--- src/rtl/vox_pkg.sv ---
package vox_pkg;

  localparam int BYTE_W = 8;
  localparam int NIB_W  = 4;
  localparam int BPOS_W = 4;

  localparam logic [BPOS_W-1:0] BPOS_START = 4'd4;
  localparam logic [BPOS_W-1:0] BPOS_HALF  = 4'd8;

  typedef enum logic {
    PLAY_PCM   = 1'b0,
    PLAY_DELTA = 1'b1
  } play_mode_e;

  // Bit-position bookkeeping: a byte boundary adds eight, consumption
  // removes one nibble (delta) or a whole byte (PCM).
  function automatic logic [BPOS_W-1:0] bpos_after(
    input logic [BPOS_W-1:0] bp,
    input logic              advanced,
    input play_mode_e        mode
  );
    logic [BPOS_W-1:0] b;
    b = advanced ? bp + BPOS_HALF : bp;
    return (mode == PLAY_DELTA) ? b - 4'd4 : b - 4'd8;
  endfunction

endpackage

--- src/rtl/vox_phase.sv ---
module vox_phase #(
  parameter int PITCH_W = 12,
  parameter int INC_W   = 8
) (
  input  logic               clk,
  input  logic               rst_n,
  input  logic               load_i,
  input  logic               run_i,
  input  logic [PITCH_W-1:0] pitch_i,
  input  logic [INC_W-1:0]   inc_i,
  output logic               step_o,
  output logic [PITCH_W:0]   cnt_o
);

  localparam int CNT_W = PITCH_W + 1;
  localparam int SUM_W = CNT_W + 2;
  localparam logic [SUM_W-1:0] THRESH  = SUM_W'(1) << PITCH_W;
  localparam logic [SUM_W-1:0] CNT_MAX = SUM_W'((1 << CNT_W) - 1);

  logic [CNT_W-1:0] cnt_q;
  logic [SUM_W-1:0] sum;

  function automatic logic [SUM_W-1:0] phase_add(
    input logic [CNT_W-1:0] c,
    input logic [INC_W-1:0] inc
  );
    return SUM_W'(c) + SUM_W'(inc);
  endfunction

  function automatic logic [CNT_W-1:0] phase_reload(
    input logic [SUM_W-1:0]   s,
    input logic [PITCH_W-1:0] p
  );
    logic [SUM_W-1:0] r;
    r = s - THRESH + SUM_W'(p);
    return (r > CNT_MAX) ? CNT_MAX[CNT_W-1:0] : r[CNT_W-1:0];
  endfunction

  always_comb begin
    sum    = phase_add(cnt_q, inc_i);
    step_o = run_i && (sum >= THRESH);
  end

  always_ff @(posedge clk) begin
    if (!rst_n) begin
      cnt_q <= '0;
    end else if (load_i) begin
      cnt_q <= CNT_W'(pitch_i);
    end else if (run_i) begin
      cnt_q <= step_o ? phase_reload(sum, pitch_i) : sum[CNT_W-1:0];
    end
  end

  assign cnt_o = cnt_q;

  // key-on seeds the counter with the pitch
  assert_load_pitch_R3: assert property (@(posedge clk) disable iff (!rst_n)
    load_i |=> (cnt_o == CNT_W'($past(pitch_i))));

  // without a step the counter simply accumulates
  assert_accumulate_R3: assert property (@(posedge clk) disable iff (!rst_n)
    (run_i && !load_i && !step_o) |=>
      (SUM_W'(cnt_o) == SUM_W'($past(cnt_o)) + SUM_W'($past(inc_i))));

endmodule

--- src/rtl/vox_seq.sv ---
module vox_seq
  import vox_pkg::*;
#(
  parameter int ADDR_W = 21,
  parameter int LEN_W  = 16
) (
  input  logic              clk,
  input  logic              rst_n,
  input  logic              key_on_i,
  input  logic              key_off_i,
  input  logic              step_i,
  input  logic              reverse_i,
  input  logic              loop_i,
  input  play_mode_e        mode_i,
  input  logic [ADDR_W-1:0] start_i,
  input  logic [LEN_W-1:0]  length_i,
  output logic [ADDR_W-1:0] fetch_addr_o,
  output logic              active_o,
  output logic              hi_nib_o,
  output logic              restart_o,
  output logic              finish_o
);

  logic              en_q, busy_q;
  logic [ADDR_W-1:0] addr_q, moved, next_addr;
  logic [LEN_W-1:0]  rem_q;
  logic [BPOS_W-1:0] bp_q, bp_next;
  logic              adv, end_hit;

  always_comb begin
    adv          = step_i && (bp_q < BPOS_HALF);
    moved        = reverse_i ? addr_q - 1'b1 : addr_q + 1'b1;
    end_hit      = adv && (rem_q == '0);
    restart_o    = end_hit && loop_i;
    finish_o     = end_hit && !loop_i;
    next_addr    = restart_o ? start_i : (adv ? moved : addr_q);
    fetch_addr_o = step_i ? next_addr : addr_q;
    bp_next      = bpos_after(bp_q, adv, mode_i);
    hi_nib_o     = reverse_i ? ~bp_next[2] : bp_next[2];
  end

  always_ff @(posedge clk) begin
    if (!rst_n) begin
      en_q   <= 1'b0;
      busy_q <= 1'b0;
      addr_q <= '0;
      rem_q  <= '0;
      bp_q   <= BPOS_START;
    end else if (key_on_i) begin
      en_q   <= 1'b1;
      busy_q <= 1'b1;
      addr_q <= start_i;
      rem_q  <= length_i;
      bp_q   <= BPOS_START;
    end else if (key_off_i) begin
      en_q   <= 1'b0;
      busy_q <= 1'b0;
    end else if (step_i) begin
      addr_q <= next_addr;
      bp_q   <= bp_next;
      if (restart_o) begin
        rem_q <= length_i;
      end else if (adv && !end_hit) begin
        rem_q <= rem_q - 1'b1;
      end
      if (finish_o) begin
        busy_q <= 1'b0;
      end
    end
  end

  assign active_o = en_q && busy_q;

  // key-on starts playback at the start position
  assert_keyon_start_R2: assert property (@(posedge clk) disable iff (!rst_n)
    key_on_i |=> (active_o && addr_q == $past(start_i)));

  // key-off alone stops playback
  assert_keyoff_stop_R2: assert property (@(posedge clk) disable iff (!rst_n)
    (key_off_i && !key_on_i) |=> !active_o);

  // busy never outlives enable
  assert_busy_needs_enable_R2: assert property (@(posedge clk) disable iff (!rst_n)
    busy_q |-> en_q);

  // a one-shot pass ends playback
  assert_oneshot_end_R7: assert property (@(posedge clk) disable iff (!rst_n)
    (finish_o && !key_on_i && !key_off_i) |=> !active_o);

  // a looping pass returns to the start position with a fresh count
  assert_loop_reload_R7: assert property (@(posedge clk) disable iff (!rst_n)
    (restart_o && !key_on_i && !key_off_i) |=>
      (addr_q == $past(start_i) && rem_q == $past(length_i) && active_o));

endmodule

--- src/rtl/vox_delta.sv ---
module vox_delta
  import vox_pkg::*;
#(
  parameter int ACC_W = 16
) (
  input  logic                    clk,
  input  logic                    rst_n,
  input  logic                    clear_i,
  input  logic                    restart_i,
  input  logic                    fire_i,
  input  play_mode_e              mode_i,
  input  logic                    hi_i,
  input  logic [BYTE_W-1:0]       byte_i,
  output logic signed [ACC_W-1:0] acc_o
);

  localparam logic signed [ACC_W-1:0] ACC_MAX = {1'b0, {(ACC_W-1){1'b1}}};
  localparam logic signed [ACC_W-1:0] ACC_MIN = {1'b1, {(ACC_W-1){1'b0}}};

  logic signed [ACC_W-1:0] acc_q, base;
  logic [NIB_W-1:0]        nib;

  // Positive codes grow upward from one, negative codes shrink toward -1.
  function automatic logic signed [ACC_W-1:0] code_value(input logic [NIB_W-1:0] c);
    logic [ACC_W-1:0] mag;
    if (c == '0) begin
      return '0;
    end else if (!c[3]) begin
      mag = ACC_W'(1) << (c[2:0] - 3'd1);
      return $signed(mag);
    end else begin
      mag = ACC_W'(1) << (~c[2:0]);
      return -$signed(mag);
    end
  endfunction

  function automatic logic signed [ACC_W-1:0] sat_add(
    input logic signed [ACC_W-1:0] a,
    input logic signed [ACC_W-1:0] b
  );
    logic signed [ACC_W:0] s;
    s = {a[ACC_W-1], a} + {b[ACC_W-1], b};
    if (s[ACC_W] != s[ACC_W-1]) begin
      return s[ACC_W] ? ACC_MIN : ACC_MAX;
    end
    return s[ACC_W-1:0];
  endfunction

  always_comb begin
    nib  = hi_i ? byte_i[7:4] : byte_i[3:0];
    base = restart_i ? '0 : acc_q;
  end

  always_ff @(posedge clk) begin
    if (!rst_n) begin
      acc_q <= '0;
    end else if (clear_i) begin
      acc_q <= '0;
    end else if (fire_i) begin
      if (mode_i == PLAY_DELTA) begin
        acc_q <= (nib == '0) ? base : sat_add(base, code_value(nib));
      end else if (restart_i) begin
        acc_q <= '0;
      end
    end
  end

  assign acc_o = acc_q;

  // a zero code leaves the running value alone
  assert_zero_code_hold_R6: assert property (@(posedge clk) disable iff (!rst_n)
    (fire_i && mode_i == PLAY_DELTA && nib == '0 && !restart_i && !clear_i)
      |=> (acc_o == $past(acc_o)));

  // at the positive limit a non-negative code cannot wrap the value
  assert_sat_top_R6: assert property (@(posedge clk) disable iff (!rst_n)
    (acc_o == ACC_MAX && fire_i && mode_i == PLAY_DELTA && !nib[3] &&
     !restart_i && !clear_i) |=> (acc_o == ACC_MAX));

  // a loop restart drops the old running value
  assert_restart_clears_R7: assert property (@(posedge clk) disable iff (!rst_n)
    (fire_i && restart_i && nib == '0 && !clear_i) |=> (acc_o == '0));

endmodule

--- src/rtl/vox_voice.sv ---
module vox_voice
  import vox_pkg::*;
#(
  parameter int ADDR_W  = 21,
  parameter int LEN_W   = 16,
  parameter int PITCH_W = 12,
  parameter int INC_W   = 8,
  parameter int VOL_W   = 7,
  parameter int ACC_W   = 16
) (
  input  logic                          clk,
  input  logic                          rst_n,
  input  logic                          key_on,
  input  logic                          key_off,
  input  logic [PITCH_W-1:0]            pitch,
  input  logic [LEN_W-1:0]              length,
  input  logic [ADDR_W-1:0]             start_addr,
  input  logic [VOL_W-1:0]              volume,
  input  logic                          loop_en,
  input  logic                          delta_mode,
  input  logic                          reverse,
  input  logic [INC_W-1:0]              cyc_inc,
  output logic [ADDR_W-1:0]             mem_addr,
  input  logic [BYTE_W-1:0]             mem_data,
  output logic signed [ACC_W+VOL_W-1:0] sample,
  output logic                          busy
);

  localparam int OUT_W  = ACC_W + VOL_W;
  localparam int PROD_W = OUT_W + 1;

  play_mode_e              mode;
  logic                    active, run, step;
  logic                    hi_nib, restart, finish;
  logic [PITCH_W:0]        phase_cnt;
  logic [BYTE_W-1:0]       data_q;
  logic signed [ACC_W-1:0] acc, source;
  logic signed [PROD_W-1:0] prod;

  assign mode = delta_mode ? PLAY_DELTA : PLAY_PCM;
  assign run  = active && !key_on && !key_off;

  vox_phase #(.PITCH_W(PITCH_W), .INC_W(INC_W)) u_phase (
    .clk     (clk),
    .rst_n   (rst_n),
    .load_i  (key_on),
    .run_i   (run),
    .pitch_i (pitch),
    .inc_i   (cyc_inc),
    .step_o  (step),
    .cnt_o   (phase_cnt)
  );

  vox_seq #(.ADDR_W(ADDR_W), .LEN_W(LEN_W)) u_seq (
    .clk          (clk),
    .rst_n        (rst_n),
    .key_on_i     (key_on),
    .key_off_i    (key_off),
    .step_i       (step),
    .reverse_i    (reverse),
    .loop_i       (loop_en),
    .mode_i       (mode),
    .start_i      (start_addr),
    .length_i     (length),
    .fetch_addr_o (mem_addr),
    .active_o     (active),
    .hi_nib_o     (hi_nib),
    .restart_o    (restart),
    .finish_o     (finish)
  );

  vox_delta #(.ACC_W(ACC_W)) u_delta (
    .clk       (clk),
    .rst_n     (rst_n),
    .clear_i   (key_on),
    .restart_i (restart),
    .fire_i    (step),
    .mode_i    (mode),
    .hi_i      (hi_nib),
    .byte_i    (mem_data),
    .acc_o     (acc)
  );

  always_ff @(posedge clk) begin
    if (!rst_n) begin
      data_q <= '0;
    end else if (key_on) begin
      data_q <= '0;
    end else if (step) begin
      data_q <= mem_data;
    end
  end

  function automatic logic signed [ACC_W-1:0] widen_byte(input logic [BYTE_W-1:0] b);
    return {{(ACC_W-BYTE_W){b[BYTE_W-1]}}, b};
  endfunction

  function automatic logic signed [PROD_W-1:0] apply_gain(
    input logic signed [ACC_W-1:0] v,
    input logic [VOL_W-1:0]        g
  );
    logic signed [PROD_W-1:0] wv, wg;
    wv = PROD_W'(v);
    wg = $signed(PROD_W'(g));
    return wv * wg;
  endfunction

  always_comb begin
    source = (mode == PLAY_DELTA) ? acc : widen_byte(data_q);
    prod   = apply_gain(source, volume);
    sample = active ? prod[OUT_W-1:0] : '0;
  end

  assign busy = active;

  // the byte presented at a step is the one kept
  assert_byte_capture_R4: assert property (@(posedge clk) disable iff (!rst_n)
    (step && !key_on) |=> (data_q == $past(mem_data)));

  // nothing is audible right after key-on
  assert_keyon_silent_R2: assert property (@(posedge clk) disable iff (!rst_n)
    key_on |=> (sample == '0));

  // an idle voice is silent
  assert_idle_silent_R8: assert property (@(posedge clk) disable iff (!rst_n)
    !busy |-> (sample == '0));

endmodule

--- config.mk ---
export PLATFORM = sky130hd
export DESIGN_NAME = vox_voice
export DESIGN_NICKNAME = d
export VERILOG_FILES = /design/src/rtl/vox_pkg.sv /design/src/rtl/vox_phase.sv /design/src/rtl/vox_seq.sv /design/src/rtl/vox_delta.sv /design/src/rtl/vox_voice.sv
export SDC_FILE = /design/constraint.sdc
export NUM_CORES = 1
export LEC_CHECK = 0
export BUFFER_PORTS_ARGS = -buffer_cell sky130_fd_sc_hd__buf_4
export CAP_MARGIN = 40
export CORE_ASPECT_RATIO = 0.5
export CORE_UTILIZATION = 35
export DETAILED_ROUTE_END_ITERATION = 6
export RECOVER_POWER = 100
export SKIP_LAST_GASP = 1
export SLEW_MARGIN = 20
export SYNTH_ARGS = -nofsm -noshare
export SYNTH_HDL_FRONTEND = slang
export SYNTH_HIERARCHICAL = 1
export SYNTH_SLANG_ARGS = --single-unit
--- constraint.sdc ---
create_clock -name clk -period 15.4 [get_ports clk]
set_clock_uncertainty 0.2 [all_clocks]
set_input_delay 1.54 -clock clk [delete_from_list [all_inputs] [get_ports clk]]
set_output_delay 1.54 -clock clk [all_outputs]
set_load 0.02 [all_outputs]
==> impl_metrics.env <==
export IMPL_status="finished, violations left"
export IMPL_violations="max-capacitance violations, max-slew violations"
export IMPL_post_place_cells=2189
export IMPL_p_leak_nw=6.13
export IMPL_worstPathArrival_ns=7.48
export IMPL_drtIter0Drc=781
export IMPL_grt_first_pass_wirelength_mm=57.3
export IMPL_fin_area_um2=13800
export IMPL_hold_viol_final=0
export IMPL_clock_sinks=78
export IMPL_ios=124
export IMPL_clock_root_buffer="clkbuf_16"
export IMPL_drc=0
export IMPL_muxShareOfSynthArea=0.0250
export IMPL_final_nets=1999
export IMPL_io_buffers=123
export IMPL_synth_fa_ha_area_frac=0.247
export IMPL_path_class="input pin to primary output"
export IMPL_path_max_fanout=23
export IMPL_die_area_um2=36500
export IMPL_setup_ws_ns=6.18
export IMPL_wl_per_cell_um=16.0
export IMPL_switching_share=0.368
export IMPL_power_total_mw=0.714
export IMPL_seqPwrFrac=0.307
export IMPL_drv_slew=48
export IMPL_synth_edf_count=0
export IMPL_initial_core_util=0.359
export IMPL_gp_congestion=0.878
export IMPL_fp_row_count=48
export IMPL_drive_gt1_frac=0.0884
export IMPL_netlist_area_um2=12500
export IMPL_drv_cap=3
export IMPL_ctsHoldBuffers=0
export IMPL_synthToLayoutAreaGrowth_pct=10.9
export IMPL_place_area_um2=13800
export IMPL_ctsResizeCount=0
export IMPL_numCtsBuffers=9
export IMPL_hpwl_mm=27.7
export IMPL_setup_viol=0
export IMPL_place_ws_ns=7.11
export IMPL_p_comb_frac=0.378
export IMPL_p_switching_mw=0.263
export IMPL_ant_nets=0
export IMPL_vias_per_cell=5.31
export IMPL_rsz0062_at_grt="false"
export IMPL_synth_ff_type="dfxtp_1"
export IMPL_ys_types=101
export IMPL_synthXorXnorAreaFrac=0.0372
export IMPL_die_w_um=269
export IMPL_synth_seq_cells=78
export IMPL_grt_pass1_vias=11100
export IMPL_critPathRequiredTime_ns=13.66
export IMPL_clk_latency_ns=0.36
export IMPL_grtUsageTotal=0.192
export IMPL_chipHeight_um=136
export IMPL_postSynthCellCount=1642
export IMPL_synth_top_family_by_area="compound AO/OA/AOI/OAI gates"
export IMPL_cp_end_kind="primary output"
export IMPL_core_area_um2=34800
export IMPL_synth_warnings=6
export IMPL_vdd_drop_max_mv=0.0490
export IMPL_setup_tns_ns=0
export IMPL_clkPwrFrac=0.315
export IMPL_power_internal_mw=0.451
export IMPL_final_cell_count_no_fill=2207
export IMPL_synthSimpleGateAreaFrac=0.239
export IMPL_hold_ws_ns=0.275
export IMPL_path_clk_slew_ns=0.06
export IMPL_syn_avg_cell_area_um2=7.60
export IMPL_synth_compound_area_frac=0.248
export IMPL_htreeDepth=3
export IMPL_cts_setup_buffers=0
export IMPL_ctsLongestPathBuffers=2
export IMPL_cts_tree="yes"
export IMPL_gr_total_overflow=0
export IMPL_clock_fmax_mhz=108
export IMPL_drt_total_wl_mm=35.3
export IMPL_fin_util=0.398
export IMPL_power_density_nw_per_um2=51.6
export IMPL_vias=11700
export IMPL_grt_max_degree=38
export IMPL_relSlewSlack=-0.584
export IMPL_synth_seq_area_share=0.125
export IMPL_tightest_slew_ns=2.35
export IMPL_fin_crit_ns=9.22
export IMPL_antenna_found_initial=1
export IMPL_post_route_period_util=0.599
export IMPL_ys_async_sr_fraction=0
export IMPL_syn_nets=1915
export IMPL_startpoint_type="input pin"
export IMPL_min_path_type="register to register"
export IMPL_first_pass_iters=5
-- power by group through the flow --
stage                     registers, mW  clock network (mW)  logic [mW]
after floorplan                   0.221                   0       0.200
after global placement            0.224                   0       0.268
after detailed placement          0.224                   0       0.271
after CTS                         0.219               0.232       0.272
after global routing              0.221               0.239       0.298
final                             0.219               0.225       0.270
-- synthesized netlist by cell type (24+ instances only) --
library cell,instances,share of area
o21ai_1,27,0.011
a21oi_1,129,0.052
xnor2_1,34,0.024
dfxtp_1,78,0.13
a31oi_1,25,0.013
a211oi_1,26,0.016
mux2i_1,24,0.019
nand2_1,174,0.052
nor2b_1,77,0.039
o21ai_0,84,0.034
inv_1,167,0.050
nand3_1,27,0.011
nor3_1,32,0.013
and2_1,41,0.021
nor2_1,124,0.037
nand2b_1,28,0.014
ha_1,106,0.11
clkbuf_1,40,0.012
fa_1,88,0.14
-- cell type report --
| type | count | area (um2) |
|---|---|---|
| Sequential cell | 78 | 1560 |
| Timing Repair Buffer | 136 | 888 |
| Inverter | 170 | 638 |
| Multi-Input combinational cell | 1331 | 9860 |
| Clock buffer | 11 | 243 |
| Tap cell | 475 | 594 |
| Clock inverter | 5 | 58.8 |
| Fill cell | 3653 | 20900 |
| Antenna cell | 1 | 2.50 |
-- registers in the layout, summed over array words and instances, names as in the netlist --
signal         flops
u_seq/busy_q       1
u_seq/rem_q       16
data_q             8
u_seq/bp_q         2
u_phase/cnt_o     13
u_delta/acc_o     16
u_seq/en_q         1
u_seq/addr_q      21
-- critical path, stage by stage --
cell and delay, ns:
clkbuf_1 0.84, mux2i_1 0.66, nor2b_1 0.15, fa_1 0.49
fa_1 0.54, inv_1 0.05, fa_1 0.46, fa_1 0.54
inv_1 0.04, ha_1 0.33, o21ai_0 0.14, o211a_1 0.26
nor3b_1 0.54, nand4_1 0.21, a31o_2 0.28, a21oi_1 0.15
clkbuf_1 0.26
-- final timing paths --
check               startpoint                end  slack (ns)  depth (start not counted)
min reg2reg  u_delta/acc_o[15]  u_delta/acc_o[15]        0.27                          2
max                 delta_mode         sample[19]        6.18                         17
max reg2reg       u_seq/busy_q  u_delta/acc_o[14]        6.51                         20
min          u_delta/acc_o[15]  u_delta/acc_o[15]        0.27                          2
-- layout by cell type, fill, tap and decap left out, drive strengths merged, types with 43 or more instances in the layout --
master / synthesis / layout
a21oi: 129 / 129
and2: 43 / 43
buf: 18 / 88
clkbuf: 44 / 59
dfxtp: 78 / 78
fa: 88 / 88
ha: 106 / 106
inv: 168 / 168
nand2: 176 / 176
nor2: 124 / 124
nor2b: 77 / 77
o21ai: 114 / 114
-- kinds of logic after synthesis --
kind of cell | Yosys count
adder cells (fa/ha/maj) | 194
flip-flops | 78
buffers and inverters | 233
multiplexers | 30
XOR/XNOR | 53
AO/OA/AOI/OAI | 465
AND/OR/NAND/NOR | 589
-- routing by layer --
| layer | part of all wire | GRT usage | vias to the layer above |
|---|---|---|---|
| li1 | - | - | 5895 |
| met1 | 0.47 | 0.254 | 5515 |
| met2 | 0.47 | 0.338 | 260 |
| met3 | 0.035 | 0.0177 | 42 |
| met4 | 0.017 | 0.0479 | 0 |
| met5 | 0 | 0 | - |
(Power assumes the default switching activity.)
